<file path="src/rtl/hc_irq_regs.sv">
module hc_irq_regs #(
  parameter int NSRC    = 7,
  parameter int DW      = 32,
  parameter int MIE_BIT = 31,
  parameter int OWN_BIT = 30
) (
  input  logic            clk,
  input  logic            rst_n,
  input  logic [NSRC-1:0] evt_i,
  input  logic [1:0]      reg_addr,
  input  logic            reg_we,
  input  logic [DW-1:0]   reg_wdata,
  output logic [DW-1:0]   reg_rdata,
  output logic            irq_o
);
  localparam logic [1:0] A_STS = 2'd0;
  localparam logic [1:0] A_SET = 2'd1;
  localparam logic [1:0] A_CLR = 2'd2;

  logic [NSRC-1:0] sts_q, en_q;
  logic            mie_q, own_q;
  logic            wr_sts, wr_set, wr_clr;
  logic [DW-1:0]   en_word;

  assign wr_sts = reg_we && (reg_addr == A_STS);
  assign wr_set = reg_we && (reg_addr == A_SET);
  assign wr_clr = reg_we && (reg_addr == A_CLR);

  always_ff @(posedge clk or negedge rst_n) begin
    if (!rst_n) begin
      sts_q <= '0;
      en_q  <= '0;
      mie_q <= 1'b0;
      own_q <= 1'b0;
    end else begin
      sts_q <= (sts_q & ~(wr_sts ? reg_wdata[NSRC-1:0] : '0)) | evt_i;
      if (wr_set) begin
        en_q  <= en_q | reg_wdata[NSRC-1:0];
        mie_q <= mie_q | reg_wdata[MIE_BIT];
        own_q <= own_q | reg_wdata[OWN_BIT];
      end else if (wr_clr) begin
        en_q  <= en_q & ~reg_wdata[NSRC-1:0];
        mie_q <= mie_q & ~reg_wdata[MIE_BIT];
        own_q <= own_q & ~reg_wdata[OWN_BIT];
      end
    end
  end

  always_comb begin
    en_word          = '0;
    en_word[NSRC-1:0] = en_q;
    en_word[MIE_BIT] = mie_q;
    en_word[OWN_BIT] = own_q;
  end

  always_comb begin
    reg_rdata = '0;
    case (reg_addr)
      A_STS:        reg_rdata[NSRC-1:0] = sts_q;
      A_SET, A_CLR: reg_rdata = en_word;
      default:      reg_rdata = '0;
    endcase
  end

  assign irq_o = mie_q & |(sts_q & en_q);

  AST_EVT_STICKS: assert property (@(posedge clk) disable iff (!rst_n)
    (evt_i != '0) |=> ((sts_q & $past(evt_i)) == $past(evt_i)));
  AST_W1C_EXACT: assert property (@(posedge clk) disable iff (!rst_n)
    (wr_sts && evt_i == '0) |=> (sts_q == ($past(sts_q) & ~$past(reg_wdata[NSRC-1:0]))));
  AST_EN_HOLDS: assert property (@(posedge clk) disable iff (!rst_n)
    !wr_clr |=> ((en_q & $past(en_q)) == $past(en_q)));
  AST_MASTER_GATE: assert property (@(posedge clk) disable iff (!rst_n)
    !mie_q |-> !irq_o);
  AST_RSVD_ZERO: assert property (@(posedge clk) disable iff (!rst_n)
    reg_rdata[OWN_BIT-1:NSRC] == '0);
endmodule

</file>
<file path="config.mk">
export PLATFORM = sky130hd
export DESIGN_NAME = hc_irq_regs
export DESIGN_NICKNAME = d
export VERILOG_FILES = /design/src/rtl/hc_irq_regs.sv
export SDC_FILE = /design/constraint.sdc
export NUM_CORES = 1
export LEC_CHECK = 0
export BUFFER_PORTS_ARGS = -buffer_cell sky130_fd_sc_hd__buf_2
export CAP_MARGIN = 20
export CORE_AREA = 3 3 59 61
export CTS_CLUSTER_SIZE = 30
export DETAILED_ROUTE_END_ITERATION = 10
export DIE_AREA = 0 0 62 64
export GPL_ROUTABILITY_DRIVEN = 0
export PLACE_DENSITY = 0.75
export SETUP_SLACK_MARGIN = 0.5
export SYNTH_ARGS = -nofsm -noshare
export SYNTH_HDL_FRONTEND = slang
export SYNTH_SLANG_ARGS = --single-unit
</file>
<file path="constraint.sdc">
create_clock -name clk -period 2.02 [get_ports clk]
set_clock_uncertainty 0.1 [all_clocks]
set_input_delay 0.505 -clock clk [delete_from_list [all_inputs] [get_ports clk]]
set_output_delay 0.505 -clock clk [all_outputs]
set_load 0.03 [all_outputs]
</file>
* Word level (Yosys, flattened, before mapping)
Cells that the tools add are included.
Storage, ports and cells: memories 0, word-level logic and storage cells 36, ROM bits 0, latch bits 0, memory bits (writable) 0, bits in registers 16
Cells by class: eq/ne operators 2, mux-type cells 9, add/sub/neg operators 0, $lt $le $gt $ge 0, multiply operators 0, div/mod/pow operators 0, reduce and logical (&&, ||, !) cells 7, bitwise operators 14, shifts and indexed selects 0
Operators with widths (number):
- 25-bit 2-to-1 mux | 1
- 7-bit AND | 3
- 7-bit 2-to-1 mux | 3
- 7-bit inverter | 2
- 7-bit bitwise OR | 2
- 7-bit case mux with 2 select lines | 1
- 7-bit OR reduction | 1
- 1-bit 2-to-1 mux | 4
- 1-bit AND | 3
- 1-bit logical AND | 3
- 2-bit by 1-bit equality test with 1-bit output (second input constant) | 1
- 2-bit equality test (second input constant) | 1
- 2-bit logical NOT | 1
- 1-bit inverter | 2
- 1-bit bitwise OR | 2
- 2-bit nonzero test | 1
- 2-bit OR reduction | 1

* Logic depth before layout (Yosys ltp)
depth after elaboration 6, gate-level depth with buffers 5, mapped depth without buffers 4

* Least setup slack after synthesis
Ideal clock, no wire load.
kind input -> output, start in reg_addr[0], end out reg_rdata[0], path slack -0.145 ns, buffers on the path 1, cell stages on the path 5, arrival time 1.560 ns, cells stage by stage inv_1 > ha_1 > clkbuf_1 > a22oi_1 > nor2_1
On the way: cells in the longest elaborated chain, start to end 3, elaborated cells on any way between the ends 5, classes of those cells eq/ne: 2; mux: 1; reduce/logical: 2
Ends and longest elaborated chain:
- from (decl) | line 10 | input logic [1:0] reg_addr,
- 2-bit by 1-bit equality test with 1-bit output / 2-bit equality test (equally long branches) | line 58 | case (reg_addr)
- 2-bit OR reduction | line 58
- 7-bit case mux with 2 select lines * | line 58
- to (decl) | line 13 | output logic [DW-1:0] reg_rdata,
Every way passes the cells marked *; elsewhere a longest branch is shown, timed or not.

* Worst setup path in the final report
start reg sts_q[3], end out irq_o
On the way: cells in the longest elaborated chain, start to end 3
Ends and longest elaborated chain:
- from (decl) | line 20 | logic [NSRC-1:0] sts_q, en_q;
- from (signal assigned) | line 36 | sts_q <= (sts_q & ~(wr_sts ? reg_wdata[NSRC-1:0] : '0)) | evt_i;
- 7-bit AND | line 65 | assign irq_o = mie_q & |(sts_q & en_q);
- 7-bit OR reduction | line 65
- 1-bit AND | line 65
- to (decl) | line 14 | output logic irq_o
Every way passes these cells.

==> impl_metrics.csv <==
group,metric,value,unit
grt,grt_max_degree,20,
run_status,outcome,"finished, violations left",
die,initial_core_util,0.339,
critical_path,arrival,1430,ps
synth,yosysWarnings,0,
clocking,clockRootBuffer,"clkbuf_4",
job,max-cap-violations,0,
place,placedInstanceArea,1270,um2
min_path,hp-class,"primary input to asynchronous set/reset pin",
synth,syn_area_per_cell,9.68,um2
layout,drive_gt1_frac,0.469,
clocking,htree_levels,1,
grt,gr-usage-all-layers,0.143,
layout,nNetsFinal,194,
die,pin_count,77,
synth,synth_area_leaders,"dfrtp_1 (39%), buf_4 (18%), nand3_1 (7.8%)",
layout,area_growth,44.0,%
power,p_per_area,717,nW/um2
clocking,clk_pin_slew,100,ps
route,drtAntennaViolNets,0,
synth,synthDistinctLibCells,18,
synth,synth_edf_count,0,
route,dr.pass1.iters,6,
timing,drv_slew,0,
layout,multi_input_area,606,um2
grt,grt_antenna_before_repair,0,
timing,hold_viol,0,
grt,overflow,0,
layout,design_area,1480,um2
critical_path,cp-start-kind,"flip-flop",
timing,rsz0062_at_grt,"true",
clocking,clockBufferDepth,2,
route,routed-via-count,898,
timing,setup_tns,-28.9,ps
layout,fillers,271,
place,numPortBuffers,30,
die,dieWidth,62,um
route,wire_per_inst,14.1,um
layout,seq_area,400,um2
clocking,clock_latency,290,ps
route,totalWireLength,2670,um
route,drt_iter0_markers,25,
synth,synth_ff_type,"dfrtp_1",
die,die_y,64,um
critical_path,reg2reg_depth,2,
timing,fmax,0.492,GHz
synth,synth_top_area_frac,0.390,
synth,synth_top_cell_by_area,"dfrtp_1",
synth,yosysMostFrequentCell,"buf_4",
critical_path,cp_max_fo,2,
critical_path,r2r_slack,1080,ps
critical_path,worstPathRequired,1410,ps
clocking,clock-sinks,16,
route,vias_per_cell,4.75,
clocking,cts_hold_buf,0,
synth,ys_seq_elements,16,
place,place_hpwl,1830,um
synth,ys_seq_area_frac,0.390,
timing,setup_violations,3,
layout,antennaDiodeCount,0,
timing,finalCritPeriodShare,1.01,
clocking,cts_tree,"done",
power,cellLeakagePower,0.000659,uW
synth,synth_cells,106,
clocking,numCtsBuffers,3,
grt,grt_pass1_vias,895,
grt,grt_pass1_wl,4190,um
synth,syn_area,1030,um2
timing,fin_hold_ws,9.80,ps
route,drc,0,
die,rows,20,
synth,async_flop_share,1.00,
power,ir_worst_vdd,352,uV
synth,synthTopCellsByCount,"buf_4 (24), dfrtp_1 (16), nand3_1 (16)",
die,coreArea,3030,um2
timing,setup_slack,-13.8,ps
timing,fin_crit,2030,ps
die,die_area,3970,um2
run_status,violations,"negative setup slack",
critical_path,endpoint_kind,"output port",
critical_path,path_class,"flip-flop to output port",
## stage by stage
step	setup WS [ps]	utilization	total power [uW]	instances
after floorplan	206	-	707	128
after global placement	-62.8	0.421	757	178
after detailed placement	-85.6	0.421	769	178
after CTS	-16.6	0.474	1050	185
after global routing	-95.4	0.488	1120	189
final	-13.8	0.488	1060	189
## cells in the final DEF (no fill, tap or decap), drive strengths merged
cell and n:
a21o 7, a222oi 1, a22o 7, a22oi 9
a31oi 1, a32o 2, and2 3, buf 42
clkbuf 4, conb 23, dfrtp 16, ha 4
inv 3, nand3 16, nor2 7
## worst max path at each step
stage | startpoint | endpoint | cells after the start
final | sts_q[3] | irq_o | 3
after global routing | sts_q[3] | irq_o | 3
after CTS | sts_q[3] | irq_o | 3
after detailed placement | reg_addr[0] | reg_rdata[0] | 6
after global placement | reg_addr[0] | reg_rdata[6] | 6
after floorplan | reg_addr[0] | reg_rdata[0] | 5
## layout make-up
class,instances,area share
well taps,44,0.0373
inverters,3,0.0195
repair buffers,42,0.238
multi-input cells,80,0.410
flip-flops and latches,16,0.271
clock buffers,4,0.0246
## layer usage
metal,routed length (um),part of all wire,track usage,up-vias
li1,-,-,-,407
met1,971,0.36,0.171,437
met2,1450,0.54,0.244,50
met3,199,0.075,0.0343,4
met4,46,0.017,0.0451,0
met5,0,0,0,-
## worst max-delay path: stages (launching register included)
cell      delay, ps
dfrtp_1         400
a222oi_1        410
a31oi_2         170
buf_6           170
## power breakdown
part / internal (uW) / leakage [uW] / switching (uW)
sequential: 360 / 0.000170 / 37.4
combinational: 195 / 0.000468 / 248
clock: 110 / 0.0000210 / 110
total: 665 / 0.000659 / 395
## kinds of logic (layout without fill, tap and decap cells)
logic type / count (synthesis) / in the layout / share of synthesized area
buffers and inverters: 32 / 49 / 0.221
AO/OA/AOI/OAI: 27 / 27 / 0.212
flip-flops: 16 / 16 / 0.390
other: 1 / 23 / 0.00366
AND/OR/NAND/NOR: 26 / 26 / 0.124
adder cells (fa/ha/maj): 4 / 4 / 0.0488
## timing repair
| item | CTS | global route |
|---|---|---|
| setup endpoints to repair | 10 | 10 |
| resized for setup | 31 | 5 |
| buffers inserted | 3 | 4 |
| pin swaps | 6 | 10 |
(Power assumes the default switching activity.)
